--- src/rtl/bayer_dpc.sv ---
module bayer_dpc #(
  parameter int PIX_W = 10
) (
  input  logic             clk,
  input  logic             rst_n,
  input  logic             px_in_vld,
  input  logic             px_in_sol,
  input  logic [PIX_W-1:0] px_in,
  input  logic             dpc_en,
  input  logic [PIX_W-1:0] dpc_thresh,
  output logic             px_out_vld,
  output logic             px_out_sol,
  output logic [PIX_W-1:0] px_out
);
  localparam int SUM_W = PIX_W + 1;
  localparam int DEPTH = 4;

  logic [PIX_W-1:0] pix_q [1:DEPTH];
  logic [DEPTH:1]   vld_q;
  logic [DEPTH:1]   sol_q;

  always_ff @(posedge clk) begin
    if (!rst_n) begin
      vld_q <= '0;
      sol_q <= '0;
      for (int i = 1; i <= DEPTH; i++) pix_q[i] <= '0;
    end else begin
      vld_q <= {vld_q[DEPTH-1:1], px_in_vld};
      sol_q <= {sol_q[DEPTH-1:1], px_in_vld & px_in_sol};
      pix_q[1] <= px_in;
      for (int i = 2; i <= DEPTH; i++) pix_q[i] <= pix_q[i-1];
    end
  end

  logic left_ok, right_ok, hot, cold, fix;
  logic [SUM_W-1:0] c_x, l_x, r_x, t_x, sum_x;

  assign left_ok  = vld_q[4] & vld_q[3] & vld_q[2] & ~sol_q[2] & ~sol_q[3];
  assign right_ok = px_in_vld & vld_q[1] & ~px_in_sol & ~sol_q[1];

  assign c_x = {1'b0, pix_q[2]};
  assign l_x = {1'b0, pix_q[4]};
  assign r_x = {1'b0, px_in};
  assign t_x = {1'b0, dpc_thresh};

  assign hot   = (c_x > l_x + t_x) && (c_x > r_x + t_x);
  assign cold  = (c_x + t_x < l_x) && (c_x + t_x < r_x);
  assign sum_x = l_x + r_x + SUM_W'(1);
  assign fix   = dpc_en & vld_q[2] & left_ok & right_ok & (hot | cold);

  assign px_out_vld = vld_q[2];
  assign px_out_sol = sol_q[2];
  assign px_out     = fix ? sum_x[SUM_W-1:1] : pix_q[2];

  logic [2:0] warm;
  always_ff @(posedge clk) begin
    if (!rst_n) warm <= '0;
    else if (warm != 3'd4) warm <= warm + 3'd1;
  end

  AST_VALID_LATENCY: assert property (@(posedge clk) disable iff (!rst_n)
    (warm >= 3'd2) |-> (px_out_vld == $past(px_in_vld, 2)));
  AST_SOL_LATENCY: assert property (@(posedge clk) disable iff (!rst_n)
    (warm >= 3'd2) |-> (px_out_sol == ($past(px_in_vld, 2) & $past(px_in_sol, 2))));
  AST_PASS_WHEN_OFF: assert property (@(posedge clk) disable iff (!rst_n)
    (warm >= 3'd2 && !dpc_en && px_out_vld) |-> (px_out == $past(px_in, 2)));
  AST_LINE_START_PASS: assert property (@(posedge clk) disable iff (!rst_n)
    (warm >= 3'd2 && px_out_sol) |-> (px_out == $past(px_in, 2)));
  AST_MEAN_IN_RANGE: assert property (@(posedge clk) disable iff (!rst_n)
    (warm == 3'd4 && px_out_vld && px_out != $past(px_in, 2)) |->
      ((px_out >= $past(px_in, 4) || px_out >= px_in) &&
       (px_out <= $past(px_in, 4) || px_out <= px_in)));
endmodule

--- config.mk ---
export PLATFORM = sky130hd
export DESIGN_NAME = bayer_dpc
export DESIGN_NICKNAME = d
export VERILOG_FILES = /design/src/rtl/bayer_dpc.sv
export SDC_FILE = /design/constraint.sdc
export NUM_CORES = 1
export LEC_CHECK = 0
export BUFFER_PORTS_ARGS = -buffer_cell sky130_fd_sc_hd__buf_2
export CORE_ASPECT_RATIO = 1.4
export CORE_MARGIN = 2
export CORE_UTILIZATION = 46
export DETAILED_ROUTE_END_ITERATION = 12
export PLACE_DENSITY = 0.64
export SYNTH_ARGS = -nofsm -noshare
export SYNTH_HDL_FRONTEND = slang
export SYNTH_SLANG_ARGS = --single-unit
--- constraint.sdc ---
create_clock -name clk -period 4.76 [get_ports clk]
set_input_delay 0.238 -clock clk [delete_from_list [all_inputs] [get_ports clk]]
set_output_delay 0.238 -clock clk [all_outputs]
set_load 0.05 [all_outputs]
Word-level counts from Yosys, hierarchy flattened
Memory sizes are Yosys's and may differ from the RTL's.
Index checks and enable logic that the tools add are counted.
- bits in latches: 0
- bits in read-only memories: 0
- memory bits (writable): 40
- register bits after elaboration: 7
- output and inout bits: 12
- memories kept: 1
- memories (name ; depth ; bits a word ; rd ports ; clocked after Yosys merged registers in ; wr ports ; RTL line ; source):
    pix_q ; 4 ; 10 ; 4 ; 0 ; 4 ; 18 ; logic [PIX_W-1:0] pix_q [1:DEPTH];
- $add $sub $neg: 5
- reduce and logical (&&, ||, !) cells: 2
- div/mod/pow operators: 0
- bitwise gates (word level): 21
- $lt $le $gt $ge: 4
- mux-type cells: 7
- shifts and indexed selects: 0
- equal/unequal tests: 0
- multiply operators: 0
- operator list (operator ; count):
    10-bit two-way mux ; 5
    10-bit by 10-bit adder with 11-bit output ; 4
    10-bit by 11-bit greater-than comparator with 1-bit output ; 2
    11-bit by 10-bit less-than comparator with 1-bit output ; 2
    1-bit AND ; 12
    11-bit by 1-bit adder with 11-bit output (second input constant) ; 1
    1-bit bitwise OR ; 5
    1-bit NOT ; 4
    1-bit logical AND ; 2
    1-bit two-way mux ; 2

Logic depth before layout (Yosys ltp)
Gate-level depths: netlist of run 1.
- word-level depth: 8
- depth in mapped cells: 17
- depth with buffers taken out: 17

Least setup slack after synthesis of run 1
OpenSTA, ideal clock, no wires.
- path kind: reg2out
- start: register pix_q[0][21] (netlist name)
- end: output px_out[9]
- required time: 4522 ps
- buffers on the path: 0
- stages on the path, launching flop included: 16
- arrival: 3818 ps
- setup slack: 704 ps
- cell sequence: dfxtp_1 ha_1 a21o_1 a21oi_1 o21bai_1 a2111o_1 a31o_2 a21oi_1 xnor2_1 ha_1 a22o_1 nor4_1 o2111ai_1 nor3_1 a32oi_4 mux2_1
- RTL lines (item ; RTL line ; source):
    to (decl) ; 13 ; output logic [PIX_W-1:0] px_out

==> results of run 1 <==
-- layer usage --
layer  routed length, um  vias up
met5                   0        -
li1                    -     1611
met1                3969     1462
met4                 439        0
met3                 248       31
met2                4705       65
-- stage by stage --
step / utilization [%] / std cells / TNS (ns) / total power [W]
2_1_floorplan: - / 421 / 0 / 0.0006411
3_3_place_gp: 50.87 / 555 / 0 / 0.0007093
3_5_place_dp: 50.87 / 555 / 0 / 0.0007172
4_1_cts: 53.11 / 565 / 0 / 0.001085
5_1_grt: 54.38 / 567 / -0.02524 / 0.001149
6_report: 54.38 / 567 / 0 / 0.001092
-- Yosys cell counts (2+ instances only) --
library cell	number
nor4_1	3
inv_1	26
o311ai_0	2
xnor2_1	14
nand4_1	3
o41ai_2	2
nor3_1	9
and2_1	46
clkbuf_1	5
nand3b_1	2
nand2b_1	4
nor2_1	24
o211a_1	2
dfxtp_1	47
o2111ai_1	5
o211ai_1	2
a211oi_1	5
nor2b_1	5
mux2_2	9
o21bai_1	2
a311oi_1	2
ha_1	77
xor2_1	13
nand2_1	10
o21ai_0	16
o21a_1	10
and3_1	3
nand3_1	11
a21oi_1	27
or4_1	2
a21o_1	13
fa_1	4
-- how the worst max path moves through the flow --
stage / from / end / slack [ns] / depth (start not counted)
6_report: pix_q[0][21]$_SDFF_PN0_ / px_out[5] / 0.14 / 18
5_1_grt: pix_q[0][21]$_SDFF_PN0_ / px_out[9] / -0.02 / 18
4_1_cts: pix_q[0][41]$_SDFF_PN0_ / px_out[3] / 0.04 / 17
3_5_place_dp: pix_q[0][21]$_SDFF_PN0_ / px_out[9] / 0.10 / 16
3_3_place_gp: pix_q[0][21]$_SDFF_PN0_ / px_out[9] / 0.20 / 16
2_1_floorplan: pix_q[0][21]$_SDFF_PN0_ / px_out[9] / 0.70 / 15
-- kinds of logic after synthesis --
| family | share of synthesized area [%] |
|---|---|
| and+or+nand+nor | 18.14 |
| muxes | 3.186 |
| DFF | 24.45 |
| adders and majority gates | 27.11 |
| xor gates and xnor gates | 6.144 |
| AOI/OAI and AO/OA | 17.95 |
| buffers and inverters | 3.023 |
-- critical path, delay by kind of cell, from the launching register on --
kind            cells  cell delay, ns
xor+xnor            1            0.09
fa+ha+maj           2            0.61
buf+inv             3            0.58
compound gates      9            1.85
mux                 1            0.28
simple gates        2            0.29
flops               1            0.38
-- layout make-up --
class	count	area (um2)
timing repair buffer	40	227.7
clock buffer	5	125.1
sequential	47	945.9
tap	102	127.6
multi-input combinational	344	2880
fill	738	3717
clock inverter	3	27.53
inverter	26	97.59
-- sequential cells by signal (all words and copies together), names as in the netlist --
name / count
vld_q: 4
sol_q: 3
pix_q: 40
-- where the power goes --
part | internal (W) | leakage [nW] | switching, W | total (W)
combinational | 0.000134 | 1.68 | 0.000172 | 0.000305
clock | 0.000201 | 0.0723 | 0.000169 | 0.000370
sequential | 0.000406 | 0.386 | 0.0000108 | 0.000417
-- what timing repair did --
action                                 4_1_cts  5_1_grt
endpoints found under the hold margin        0        0
buffers inserted                             1        2
setup endpoints to repair                   10       10
gates resized for setup                      2       18
gates cloned                                 1        0
pin swaps                                    2        4
==> impl_metrics.json, run 1 <==
{
  "run_status": "finished, final reports clean",
  "netlist_instances": 421,
  "drv_slew": 0,
  "hpwlAfterDp_um": 7298,
  "yosys_most_used_dff": "dfxtp_1",
  "summed_area_of_non_filler_cells_in_the_final_layout_mm2": 0.004432,
  "maxCapViolations": 0,
  "skew_final_ns": 0.009204,
  "regToRegStartpoint": "pix_q[0][22]$_SDFF_PN0_",
  "area_delta_synth_final_pct": 15.15,
  "i_o_pin_cnt": 37,
  "postSynthAreaPerCell_um2": 9.142,
  "setup_ws_post_layout_ns": 0.1421,
  "hold_path.class": "primary input to register",
  "warnings_synthesis": 0,
  "drc": 0,
  "first_pass_grt_wire_length_um": 14800,
  "worst_hold_startpoint": "px_in_vld",
  "most-common-layout-cells": "77 x ha_1, 46 x and2_1, 45 x dfxtp_1, 34 x buf_2, 26 x inv_1",
  "crit_path_end_kind": "output port",
  "placement.io_buffers": 36,
  "gr-usage-met2_pct": 37.38,
  "synth_top_cell_by_area": "ha_1",
  "num_vias": 3169,
  "cp_slowest_cell": "a2111o_1",
  "ys_seq_elements": 47,
  "fmaxAchievable_mhz": 216.5,
  "reg2reg_slack_ns": 4.03,
  "layout_worst_path_cycle_share_pct": 97.02,
  "p_leak_nw": 2.143,
  "groute.layer.met3.usage_pct": 2.251,
  "timing.rr.end": "pix_q[0][32]$_SDFF_PN0_",
  "net_count_of_the_mapped_netlist": 527,
  "grt_use_total_pct": 20.99,
  "crit_arrival_ns": 4.38,
  "drive_gt1_share_pct": 16.56,
  "power.density_cell_area_mw_per_mm2": 246.4,
  "setup.worst_path.class": "register to output port",
  "period_needed_ns": 4.618,
  "whs_path_depth": 2,
  "global_route.overflow_total": 0,
  "design.die.area_mm2": 0.009125,
  "critPathMostFrequentCell": "ha_1",
  "core.rowCount": 39,
  "synth_enable_flop_cells": 0,
  "post_dp_cell_area_mm2": 0.004145,
  "tritoncts": "done",
  "h-tree-depth": 2,
  "detail_route.wl_per_cell_um": 16.51,
  "top_usage_layer": "met2",
  "worst-slew-pin-transition_ns": 0.7206,
  "cts.reportedPaths.clkPinSlew_ns": 0.08,
  "finalSetupViolations": 0,
  "post_syn_area_mm2": 0.003849,
  "mostFrequentLayoutCell": "ha_1",
  "routabilityCongestion": 0.8357,
  "cells_taking_the_most_area_after_synthesis": "ha_1 25%, dfxtp_1 24%, and2_1 7.5%",
  "start_util_pct": 47.23,
  "irDropWorstVdd_mv": 0.1572,
  "postRouteAntennaNets": 0,
  "place_worst_setup_slack_ns": 0.1047,
  "drtPass1Iterations": 4,
  "timing.critical_path.from_type": "register",
  "synth_sequential_area_ratio_pct": 24.45,
  "floorplan.die.width_um": 81.31,
  "finalHoldViolCount": 0,
  "fp.coreArea_mm2": 0.008149,
  "timing.max_slew.rel_slack_pct": 51.45,
  "synth_async_sr_flop_share_pct": 0,
  "worstSkewPairLatency_ns": 0.30,
  "post_cts_hold_buffer_count": 0,
  "grt_antenna_before_repair": 0,
  "min_to": "vld_q[1]$_SDFF_PN0_",
  "critical_path_max_stage_delay_ns": 0.45,
  "worstRegToRegCells": 2,
  "post_synth_num_cell_types": 48,
  "cts_sinks": 47,
  "cp_cell_sequence": "ha_1 -> a21o_1 -> a21oi_2 -> o21bai_1 -> a2111o_1 -> a31o_2 -> a21oi_4 -> xnor2_2 -> ha_1 -> a22o_1 -> nor4_2 -> o2111ai_1 -> nor3_2 -> buf_4 -> a32oi_4 -> buf_12 -> mux2_2 -> buf_2",
  "clk_root_buffer_cell": "clkbuf_16",
  "global_route.usage.met1_pct": 23.95,
  "first_global_vias": 3085,
  "die-height_um": 112.2,
  "pin_count_of_the_biggest_net_entering_global_routing": 48,
  "wirelength_um": 9363,
  "synth_top_area_share_pct": 25.03,
  "num-nets-final": 570,
  "clock_tree.buffer_depth": 2,
  "antenna_cells_inserted": 0,
  "timing.critical_path.required_ns": 4.52,
  "finalHoldWorstSlack_ns": 0.1783,
  "dr.first_iter.drc_count": 117,
  "critical_path_fanouts_max": 6,
  "tritoncts.num_buffers": 5,
  "route.detailed.vias_per_inst": 5.589
}
Note: power is estimated with default switching activity, not from simulation.
==> run 2, diff against run 1 <==
- CORE_MARGIN: 2 -> default
==> run 2 against run 1 <==
Clock power down 3%. Register-to-register slack about the same. Sequential power about the same. Sequential share of layout area up 0.25 points. Count of clock-buffer cells in the layout unchanged. Global-route usage up 0.83 points. Power down 1.1%. Die area down 4.2%. Combinational power about the same. Largest cell class unchanged.
==> impl_metrics.json, run 2 (synthesized netlist as in run 1, its figures left out) <==
{
  "area_delta_synth_final_pct": 13.82,
  "worstSkewPairLatency_ns": 0.29,
  "h-tree-depth": 2,
  "timing.critical_path.from_type": "register",
  "timing.rr.end": "pix_q[0][34]$_SDFF_PN0_",
  "layout_worst_path_cycle_share_pct": 95.46,
  "clock_tree.buffer_depth": 2,
  "seqCellArea_um2": 945.9,
  "crit_start": "pix_q[0][21]$_SDFF_PN0_",
  "setup.worst_path.class": "register to output port",
  "postRouteAntennaNets": 0,
  "num_vias": 3090,
  "drc": 0,
  "path_buf_inv": 2,
  "setup_ws_post_layout_ns": 0.2161,
  "first_global_vias": 2988,
  "wirelength_um": 9062,
  "whs_path_depth": 2,
  "cts_sinks": 47,
  "hold_path.class": "primary input to register",
  "timing.max_slew.rel_slack_pct": 60.69,
  "finish.cell_count_without_fillers": 566,
  "timing.critical_path.required_ns": 4.52,
  "floorplan.die.width_um": 79.31,
  "global_route.overflow_total": 0,
  "post_cts_hold_buffer_count": 0,
  "place_worst_setup_slack_ns": 0.2178,
  "finalHoldWorstSlack_ns": 0.1743,
  "route.detailed.vias_per_inst": 5.459,
  "mostFrequentLayoutCell": "ha_1",
  "run_status": "finished, final reports clean",
  "clk_root_buffer_cell": "clkbuf_16",
  "multiInputGateArea_mm2": 0.002836,
  "core.rowCount": 39,
  "drive_gt1_share_pct": 15.95,
  "pin_count_of_the_biggest_net_entering_global_routing": 48,
  "dpl.cell_count": 555,
  "regToRegStartpoint": "pix_q[0][24]$_SDFF_PN0_",
  "i_o_pin_cnt": 37,
  "drtPass1Iterations": 4,
  "reg2reg_slack_ns": 4.03,
  "post_dp_cell_area_mm2": 0.004145,
  "design_power_total_w": 0.001080,
  "p_leak_nw": 2.127,
  "first_pass_grt_wire_length_um": 14330,
  "clockPowerShare_pct": 33.3,
  "maxCapViolations": 0,
  "placement.io_buffers": 36,
  "critical_path_fanouts_max": 10,
  "p_sw_share_pct": 31.90,
  "critical_path_max_stage_delay_ns": 0.45,
  "min_to": "vld_q[1]$_SDFF_PN0_",
  "finalSetupViolations": 0,
  "global_route.usage.met1_pct": 24.57,
  "fill_cells": 754,
  "irDropWorstVdd_mv": 0.1803,
  "groute.layer.met3.usage_pct": 2.634,
  "grt_antenna_before_repair": 0,
  "fmaxAchievable_mhz": 220.1,
  "design.die.area_mm2": 0.008742,
  "switching_power_w": 0.0003443,
  "summed_area_of_non_filler_cells_in_the_final_layout_mm2": 0.004380,
  "worst-slew-pin-transition_ns": 0.5896,
  "top_register": "pix_q",
  "die-height_um": 110.2,
  "tritoncts": "done",
  "top_usage_layer": "met2",
  "period_needed_ns": 4.544,
  "worst_hold_startpoint": "px_in_vld",
  "worst_path_dominant_cell_family": "compound AO/OA/AOI/OAI gates",
  "crit_arrival_ns": 4.31,
  "fp.coreArea_mm2": 0.008149,
  "routabilityCongestion": 0.8451,
  "combPwrFrac_pct": 28.0,
  "power.density_cell_area_mw_per_mm2": 246.5,
  "largest_reg_flops": 40,
  "tritoncts.num_buffers": 5,
  "internal_power_w": 0.0007352,
  "hpwlAfterDp_um": 7247,
  "worstRegToRegCells": 1,
  "cp_cell_sequence": "ha_1 -> a21o_1 -> a21oi_2 -> o21bai_1 -> a2111o_1 -> a31o_2 -> a21oi_2 -> xnor2_1 -> ha_1 -> a22o_1 -> nor4_2 -> o2111ai_2 -> nor3_2 -> a32oi_4 -> buf_12 -> mux2_1 -> clkbuf_4",
  "crit_path_end_kind": "output port",
  "grt_use_total_pct": 21.82,
  "dr.first_iter.drc_count": 115,
  "cts.reportedPaths.clkPinSlew_ns": 0.07,
  "most-common-layout-cells": "77 x ha_1, 46 x and2_1, 45 x dfxtp_1, 35 x buf_2, 26 x inv_1",
  "power_frac_seq_pct": 38.6,
  "num-nets-final": 569,
  "top_regs": "pix_q: 40 flops, vld_q: 4 flops, sol_q: 3 flops",
  "drv_slew": 0,
  "antenna_cells_inserted": 0,
  "start_util_pct": 47.23,
  "gr-usage-met2_pct": 40.83,
  "cp_slowest_cell": "a2111o_1",
  "finalHoldViolCount": 0,
  "detail_route.wl_per_cell_um": 16.01,
  "skew_final_ns": 0.003852
}
-- run 2: final cells by class --
| cell class | instances | area share (%) |
|---|---|---|
| Clock buffer | 5 | 2.856 |
| Clock inverter | 3 | 0.5141 |
| Inverter | 26 | 2.228 |
| Multi-Input combinational cell | 343 | 64.75 |
| Sequential cell | 47 | 21.59 |
| Tap cell | 102 | 2.913 |
| Timing Repair Buffer | 40 | 5.141 |
-- run 2: worst max path at each step --
stage	end	cells past startpoint	slack, ns
after floorplan	px_out[9]	15	0.70
after global placement	px_out[9]	16	0.29
after detailed placement	px_out[9]	16	0.22
after CTS	px_out[5]	17	0.06
after global routing	px_out[3]	19	-0.004
final	px_out[9]	17	0.22
-- run 2: power groups by stage --
stage	registers, W	logic, W	clock network [W]
after CTS	0.000418	0.000295	0.000366
final	0.000417	0.000303	0.000360
after floorplan	0.000423	0.000218	0
after global placement	0.000427	0.000283	0
after global routing	0.000418	0.000342	0.000385
after detailed placement	0.000427	0.000292	0
-- run 2: routing by layer --
metal	share of wire (%)	wire length [um]
met1	44	3943
met4	2.8	257
met3	1.9	171
met2	52	4690
met5	0	0
-- run 2: per-stage QoR --
step | TNS (ns) | util (%)
2_1_floorplan | 0 | -
3_3_place_gp | 0 | 50.87
3_5_place_dp | 0 | 50.87
4_1_cts | 0 | 52.76
5_1_grt | -0.006001 | 53.75
6_report | 0 | 53.75
-- run 2: what timing repair did --
item                                    4_1_cts  5_1_grt
endpoints found under the setup margin       10       10
resized for setup                             2       11
pin swaps                                     0        5
endpoints found under the hold margin         0        0
buffers inserted                              0        3
